[src/rtl/zbt_pkg.sv]
// Shared types for the zero-turnaround SRAM.
// Assumes: the operation code is carried through every pipeline stage.
package zbt_pkg;
    typedef enum logic [1:0] {
        OP_NONE = 2'd0,
        OP_RD   = 2'd1,
        OP_WR   = 2'd2
    } zbt_op_e;
endpackage

[src/rtl/zbt_addr_seq.sv]
// Command/burst sequencer: latches a command on a load, and steps the
// burst position on an advance. It presents the stage-1 operation and
// effective address.
// Assumes: AW >= 3; the burst covers an aligned group of 2**BW words.
module zbt_addr_seq #(
    parameter int AW = 6,
    parameter int BW = 2
) (
    input  logic            clk,
    input  logic            rst_n,
    input  logic            en,
    input  logic            adv,
    input  logic            sel,
    input  logic            rd,
    input  logic            lin,
    input  logic [AW-1:0]   addr_in,
    output zbt_pkg::zbt_op_e op_o,
    output logic [AW-1:0]   addr_o
);
    import zbt_pkg::*;

    logic [AW-1:0] base_q;
    logic [BW-1:0] cnt_q;
    logic          lin_q;
    zbt_op_e       op_q;
    logic [BW-1:0] low;

    // Purpose: on load, capture the command and restart the count; on advance, step the count.
    always_ff @(posedge clk) begin
        if (!rst_n) begin
            base_q <= '0;
            cnt_q  <= '0;
            lin_q  <= 1'b0;
            op_q   <= OP_NONE;
        end else if (en) begin
            if (!adv) begin
                base_q <= addr_in;
                cnt_q  <= '0;
                lin_q  <= lin;
                op_q   <= sel ? (rd ? OP_RD : OP_WR) : OP_NONE;
            end else begin
                cnt_q  <= cnt_q + 1'b1;
            end
        end
    end

    // Purpose: form the low address bits in linear or interleaved order.
    always_comb begin
        if (lin_q) low = base_q[BW-1:0] + cnt_q;
        else       low = base_q[BW-1:0] ^ cnt_q;
    end

    assign addr_o = {base_q[AW-1:BW], low};
    assign op_o   = op_q;

    // an advance never leaves the aligned group
    assert_burst_group_R6: assert property (@(posedge clk) disable iff (!rst_n)
        (en && adv) |=> (addr_o[AW-1:BW] == $past(addr_o[AW-1:BW])));

    // an advance keeps the operation kind of the load
    assert_burst_kind_R8: assert property (@(posedge clk) disable iff (!rst_n)
        (en && adv) |=> (op_o == $past(op_o)));

    // linear order steps the low bits by one
    assert_linear_step_R6: assert property (@(posedge clk) disable iff (!rst_n)
        (en && adv && lin_q) |=> (addr_o[BW-1:0] == BW'($past(addr_o[BW-1:0]) + 1'b1)));
endmodule

[src/rtl/zbt_lane_array.sv]
// Byte-lane storage: one array per lane, with a per-lane write enable and a
// registered read of the stage-1 address.
// Assumes: a write and a read of the same word at one edge returns the old
// word; the caller forwards the new bytes.
module zbt_lane_array #(
    parameter int AW     = 6,
    parameter int LANES  = 4,
    parameter int LANE_W = 8
) (
    input  logic                      clk,
    input  logic                      en,
    input  logic                      wr_en,
    input  logic [AW-1:0]             wr_addr,
    input  logic [LANES-1:0]          wr_lane,
    input  logic [LANES*LANE_W-1:0]   wr_data,
    input  logic [AW-1:0]             rd_addr,
    output logic [LANES*LANE_W-1:0]   rd_data
);
    localparam int DEPTH = 1 << AW;

    for (genvar g = 0; g < LANES; g++) begin : g_lane
        logic [LANE_W-1:0] mem [DEPTH];
        logic [LANE_W-1:0] rd_q;

        // Purpose: store this lane's byte when its strobe is active.
        always_ff @(posedge clk) begin
            if (en && wr_en && wr_lane[g])
                mem[wr_addr] <= wr_data[g*LANE_W +: LANE_W];
        end

        // Purpose: register this lane's byte for the stage-1 address.
        always_ff @(posedge clk) begin
            if (en)
                rd_q <= mem[rd_addr];
        end

        assign rd_data[g*LANE_W +: LANE_W] = rd_q;
    end
endmodule

[src/rtl/zbt_fwd_merge.sv]
// Forwarding merge: replaces array bytes with captured write bytes in each
// lane that the colliding write had strobed.
// Assumes: the hit and lane mask were registered at the same edge as the array read.
module zbt_fwd_merge #(
    parameter int LANES  = 4,
    parameter int LANE_W = 8
) (
    input  logic                    hit,
    input  logic [LANES-1:0]        lane,
    input  logic [LANES*LANE_W-1:0] fwd_data,
    input  logic [LANES*LANE_W-1:0] arr_data,
    output logic [LANES*LANE_W-1:0] merged
);
    for (genvar g = 0; g < LANES; g++) begin : g_mux
        assign merged[g*LANE_W +: LANE_W] = (hit && lane[g]) ? fwd_data[g*LANE_W +: LANE_W]
                                                             : arr_data[g*LANE_W +: LANE_W];
    end
endmodule

[src/rtl/zbt_sram.sv]
// Zero-turnaround pipelined SRAM top. The pipeline is: stage 1 (command
// latched), stage 2 (array read plus forward capture; a write in stage 2
// stores wdata_i), then the output register.
// Assumes: all inputs are synchronous to clk, and clk_en_n_i high freezes everything.
module zbt_sram #(
    parameter int AW     = 6,
    parameter int DW     = 32,
    parameter int NCS    = 3
) (
    input  logic              clk,
    input  logic              rst_n,
    input  logic              clk_en_n_i,
    input  logic [NCS-1:0]    cs_n_i,
    input  logic              adv_i,
    input  logic              rd_i,
    input  logic [AW-1:0]     addr_i,
    input  logic [DW/8-1:0]   byte_wr_n_i,
    input  logic              burst_lin_i,
    input  logic              oe_n_i,
    input  logic [DW-1:0]     wdata_i,
    output logic [DW-1:0]     rdata_o,
    output logic              drive_o
);
    import zbt_pkg::*;

    localparam int LANE_W = 8;
    localparam int LANES  = DW / LANE_W;

    logic             en;
    logic             sel;
    zbt_op_e          s1_op;
    logic [AW-1:0]    s1_addr;
    logic [LANES-1:0] s1_bw_n_q;
    zbt_op_e          s2_op_q;
    logic [AW-1:0]    s2_addr_q;
    logic [LANES-1:0] s2_bw_n_q;
    logic             wr_now;
    logic             fwd_hit_q;
    logic [LANES-1:0] fwd_lane_q;
    logic [DW-1:0]    fwd_data_q;
    logic [DW-1:0]    arr_rd;
    logic [DW-1:0]    merged;
    logic [DW-1:0]    rdata_q;
    logic             out_vld_q;

    assign en     = ~clk_en_n_i;
    assign sel    = ~(|cs_n_i);
    assign wr_now = (s2_op_q == OP_WR);

    zbt_addr_seq #(.AW(AW), .BW(2)) seq_i (
        .clk     (clk),
        .rst_n   (rst_n),
        .en      (en),
        .adv     (adv_i),
        .sel     (sel),
        .rd      (rd_i),
        .lin     (burst_lin_i),
        .addr_in (addr_i),
        .op_o    (s1_op),
        .addr_o  (s1_addr)
    );

    // Purpose: capture the byte strobes beside each command, load or advance.
    always_ff @(posedge clk) begin
        if (!rst_n)  s1_bw_n_q <= '1;
        else if (en) s1_bw_n_q <= byte_wr_n_i;
    end

    // Purpose: move the stage-1 command into stage 2.
    always_ff @(posedge clk) begin
        if (!rst_n) begin
            s2_op_q   <= OP_NONE;
            s2_addr_q <= '0;
            s2_bw_n_q <= '1;
        end else if (en) begin
            s2_op_q   <= s1_op;
            s2_addr_q <= s1_addr;
            s2_bw_n_q <= s1_bw_n_q;
        end
    end

    zbt_lane_array #(.AW(AW), .LANES(LANES), .LANE_W(LANE_W)) arr_i (
        .clk     (clk),
        .en      (en),
        .wr_en   (wr_now),
        .wr_addr (s2_addr_q),
        .wr_lane (~s2_bw_n_q),
        .wr_data (wdata_i),
        .rd_addr (s1_addr),
        .rd_data (arr_rd)
    );

    // Purpose: capture the write being stored now when a read of the same word is reading the array.
    always_ff @(posedge clk) begin
        if (!rst_n) begin
            fwd_hit_q  <= 1'b0;
            fwd_lane_q <= '0;
            fwd_data_q <= '0;
        end else if (en) begin
            fwd_hit_q  <= wr_now && (s1_op == OP_RD) && (s2_addr_q == s1_addr);
            fwd_lane_q <= ~s2_bw_n_q;
            fwd_data_q <= wdata_i;
        end
    end

    zbt_fwd_merge #(.LANES(LANES), .LANE_W(LANE_W)) fwd_i (
        .hit      (fwd_hit_q),
        .lane     (fwd_lane_q),
        .fwd_data (fwd_data_q),
        .arr_data (arr_rd),
        .merged   (merged)
    );

    // Purpose: load the output register when a read leaves stage 2.
    always_ff @(posedge clk) begin
        if (!rst_n) begin
            rdata_q   <= '0;
            out_vld_q <= 1'b0;
        end else if (en) begin
            out_vld_q <= (s2_op_q == OP_RD);
            if (s2_op_q == OP_RD) rdata_q <= merged;
        end
    end

    assign rdata_o = rdata_q;
    assign drive_o = out_vld_q & ~oe_n_i;

    // a read in stage 2 drives at the next enabled edge
    assert_read_drives_R2: assert property (@(posedge clk) disable iff (!rst_n)
        (en && s2_op_q == OP_RD) |=> out_vld_q);

    // a non-read in stage 2 releases the bus at the next enabled edge
    assert_idle_released_R9: assert property (@(posedge clk) disable iff (!rst_n)
        (en && s2_op_q != OP_RD) |=> !out_vld_q);

    // a blocked edge keeps outputs and pipeline
    assert_blocked_hold_R10: assert property (@(posedge clk) disable iff (!rst_n)
        clk_en_n_i |=> ($stable(rdata_q) && $stable(out_vld_q) && $stable(s2_op_q) && $stable(s1_addr)));

    // a forward hit only follows a write in stage 2
    assert_fwd_after_write_R5: assert property (@(posedge clk) disable iff (!rst_n)
        (en && s2_op_q != OP_WR) |=> !fwd_hit_q);
endmodule

[config.mk]
export PLATFORM = sky130hd
export DESIGN_NAME = zbt_sram
export DESIGN_NICKNAME = d
export VERILOG_FILES = /design/src/rtl/zbt_pkg.sv /design/src/rtl/zbt_addr_seq.sv /design/src/rtl/zbt_lane_array.sv /design/src/rtl/zbt_fwd_merge.sv /design/src/rtl/zbt_sram.sv
export SDC_FILE = /design/constraint.sdc
export NUM_CORES = 2
export LEC_CHECK = 0
export BUFFER_PORTS_ARGS = -buffer_cell sky130_fd_sc_hd__buf_2
export CORE_UTILIZATION = 55
export DETAILED_ROUTE_END_ITERATION = 6
export HOLD_SLACK_MARGIN = 0.03
export PLACE_DENSITY = 0.81
export SYNTH_ARGS = -nofsm -noshare
export SYNTH_HDL_FRONTEND = slang
export SYNTH_SLANG_ARGS = --single-unit
[constraint.sdc]
create_clock -name clk -period 3.9 [get_ports clk]
set_input_delay 0.39 -clock clk [delete_from_list [all_inputs] [get_ports clk]]
set_output_delay 0.39 -clock clk [all_outputs]
set_load 0.005 [all_outputs]
==> results.md <==
- Status: finished with violations
- Failing checks: DRC
- Hold Path Depth: 1
- Via Count: 51.4k
- Max-slew violations: 0
- Worst skew pair latency: 0.87 ns
- Die span in x: 401 microns
- Top routing layer used: met5
- Num CTS Buffers: 205
- Area Overhead vs Synth: 11.5%
- Switching Share: 22.0%
- Fmax: 279 MHz
- Post-synth ARST share: 0%
- Via-per-instance ratio: 6.90
- Mapped cell area: 87600 sq um
- Max-cap violations: 0
- Finished Layout Cells: 7452
- Fill count: 10.3k
- Hold bufs inserted after CTS: 19
- Clk slew on worst S/H paths: 0.06 ns
- Synth Instances: 5077
- RSZ-0062 raised after global routing: no
- First-pass DRT Iterations: 7
- CP startpoint kind: register
- Final setup viols: 0
- Die area: 161000 sq um
- Number of routed nets with antenna violations: 0
- Total Neg Setup Slack: 0 ns
- Placed insts: 7035
- CP Cell Sequence: nor3b_1 > nand2_1 > nor2_1
- Post-CTS setup repair buffer count: 0
- Worst Hold Launch: wdata_i[12]
- Placer Congestion: 0.917
- Final core utilization: 61.8%
- Critical path's slowest cell: nor2_1
- Primary FF master, synth: edfxtp_1
- Mapped Nets: 5130
- Synth Register Bits: 2177
- Largest net degree at the start of global routing: 99
- Max Root-Sink Buffers: 3
- Clock share of power: 40.5%
- CP bufs+invs: 0
- Grt ovf: 0
- Syn Area/Cell: 17.3 sq um
- Crit. End Element: register
- CTS sink cnt: 2177
- Final Skew: 0.0414 ns
- Peak supply drop: 386 uV
- Vias in the first global route: 50.7k
- Power Dens Cells: 498 nW/um^2
- Post-route DRC: 794
- Ports: 85
- Critical path depth in cells: 3
- Reg2reg setup slack: 0.31 ns
- Port Buffers: 84
- Critical path arrival: 4.04 ns
- Die Ht: 401 microns
- Post-cts sizing count: 0
- Logic pwr share: 6.5%
- Core box area: 158000 sq um
- Worst reg2reg path depth: 3
- Worst Hold End: arr_i.g_lane[1].mem[12][4]
- WL final: 245 mm
- Met2 routed WL: 109 mm
- Met1 Wirelength: 81.5 mm
- Slew HR: 10.7%
- Leakage: 30.8 nW
- CP required: 4.35 ns
- Wire length on met3: 36.3 mm
- R2R Path End: arr_i.g_lane[0].mem[1][2]
- Std-Cell Rows: 146
- Reg2reg start: s2_addr_q[0]
- Yosys warning count: 0
- Net Switching: 10.7 mW
- Hold WC Path Type: input pin to register
- Slew @ Worst Pin: 1.34 ns
- Antenna violations before repair: 23
- Yosys cell types: 52
- Worst Setup Path Type: register to register
- Post-synth EDFFs: 2080
- Sequential fraction of the synthesis area: 73.5%
- Final Net Count: 5242
- CTS tree: yes
- First DRT Iteration DRCs: 9125
- Fin. Hold Viols: 0
- First-pass GRT wire length: 351 mm
- Sequential Power Share: 53.0%
- Layout cell share with drive strength beyond 1: 19.1%
- Hpwl dp: 148 mm
- CP delay by family, top: simple AND/OR/NAND/NOR gates
- CP Max Fanout: 10
- H-Tree Depth: 4
- Fin crit share: 91.9%
- CP max stage delay: 1.08 ns
- Fin crit period: 3.59 ns
- Internal power: 37.9 mW
- CTS Root Cell: clkbuf_16
- Initial core utilization: 55.4%
- Gr usage total: 30.3%
- Routed WL per cell: 32.8 microns
synth_stat cells, types with 9 or more instances:
master,instances,area share (%)
clkbuf_1,228,0.98
nor3_1,69,0.39
o22ai_1,39,0.28
o221ai_1,63,0.63
a31oi_1,66,0.47
nor2_1,266,1.1
nand3_1,152,0.87
a211o_1,52,0.52
mux2_2,89,1.1
nor3b_1,19,0.16
o31ai_1,12,0.10
and3_1,22,0.16
o311ai_1,10,0.10
o211a_1,32,0.37
a21o_1,11,0.094
dfxtp_1,97,2.2
buf_2,85,0.49
o311ai_0,20,0.20
o221a_2,12,0.15
nor2b_1,46,0.33
nand2b_1,104,0.74
nand2_1,528,2.3
a32oi_1,23,0.23
o31a_1,9,0.090
buf_1,35,0.15
mux4_2,352,9.0
o41ai_1,35,0.35
nand4_1,13,0.093
a21oi_1,94,0.54
buf_4,16,0.14
edfxtp_1,2080,71
a211oi_1,23,0.20
a221oi_1,52,0.52
a221o_1,9,0.10
mux2i_1,245,2.8
a22oi_1,22,0.19
cell families after synthesis:
family | after synthesis | synth area share [%]
DFF | 2177 | 73.5
muxes | 686 | 13.0
adders and majority gates | 1 | 0.0143
and+or+nand+nor | 1233 | 6.26
xor gates and xnor gates | 10 | 0.147
AOI/OAI and AO/OA | 599 | 5.25
buffers and inverters | 371 | 1.82
state kept, by name, summed over array words and instances (netlist names):
register           cells
s2_bw_n_q              4
s2_addr_q              6
fwd_data_q            32
seq_i.op_o             2
arr_i.g_lane.rd_q     32
s2_op_q                2
seq_i.cnt_q            2
seq_i.base_q           6
seq_i.lin_q            1
fwd_lane_q             4
out_vld_q              1
rdata_o               32
arr_i.g_lane.mem    2048
fwd_hit_q              1
s1_bw_n_q              4
power groups by stage:
stage          combinational (mW)  clock [mW]  sequential, mW
2_1_floorplan                1.87           0            26.2
3_3_place_gp                 2.98           0            26.2
3_5_place_dp                 3.07           0            26.2
4_1_cts                      3.11        19.6            25.8
5_1_grt                      3.29        20.5            25.7
6_report                     3.18        19.7            25.8
metrics by stage:
stage | worst slack, ns | cell area [sq um] | hold slack, ns | total power, mW
floorplan | 1.12 | 87600 | 0.441 | 28.1
global placement | 0.662 | 90900 | 0.455 | 29.2
detailed placement | 0.600 | 90900 | 0.461 | 29.3
CTS | 0.567 | 97600 | 0.108 | 48.5
global route | 0.382 | 97600 | 0.141 | 49.5
finish | 0.314 | 97700 | 0.131 | 48.6
layout by cell type, fill, tap and decap left out, types with 94 or more instances in the layout:
cell | synthesis | layout
a21oi_1 | 94 | 94
buf_4 | 16 | 140
clkbuf_16 | 0 | 208
edfxtp_1 | 2080 | 2080
mux2i_1 | 245 | 244
mux4_2 | 352 | 352
nand2_1 | 528 | 525
nand2b_1 | 104 | 99
nand3_1 | 152 | 152
nor2_1 | 266 | 263
area by class of cell:
class	count	area, sq um	share of cell area (%)
inverter	2	7.51	0.00768
sequential	2177	64400	65.9
clock buffer	270	5580	5.71
tap	2072	2590	2.65
antenna	21	52.6	0.0538
clock inverter	107	995	1.02
multi-input combinational	2529	21700	22.3
timing repair buffer	274	2310	2.37
layer usage:
layer  vias to the layer above  track usage, %
met5                         -           0.416
met4                        42            18.5
met3                       902            10.9
met2                      4246            44.5
met1                     25700            38.6
li1                      20500               -
worst max path at each step:
stage	start	to	slack, ns
floorplan	seq_i.cnt_q[0]	arr_i.g_lane[2].rd_q[5]	1.12
global placement	seq_i.cnt_q[0]	arr_i.g_lane[1].rd_q[6]	0.66
detailed placement	seq_i.cnt_q[0]	arr_i.g_lane[0].rd_q[0]	0.60
CTS	seq_i.cnt_q[0]	arr_i.g_lane[0].rd_q[0]	0.57
global route	seq_i.cnt_q[0]	arr_i.g_lane[0].rd_q[3]	0.38
finish	s2_addr_q[0]	arr_i.g_lane[0].mem[1][2]	0.31
(Power assumes the default switching activity.)
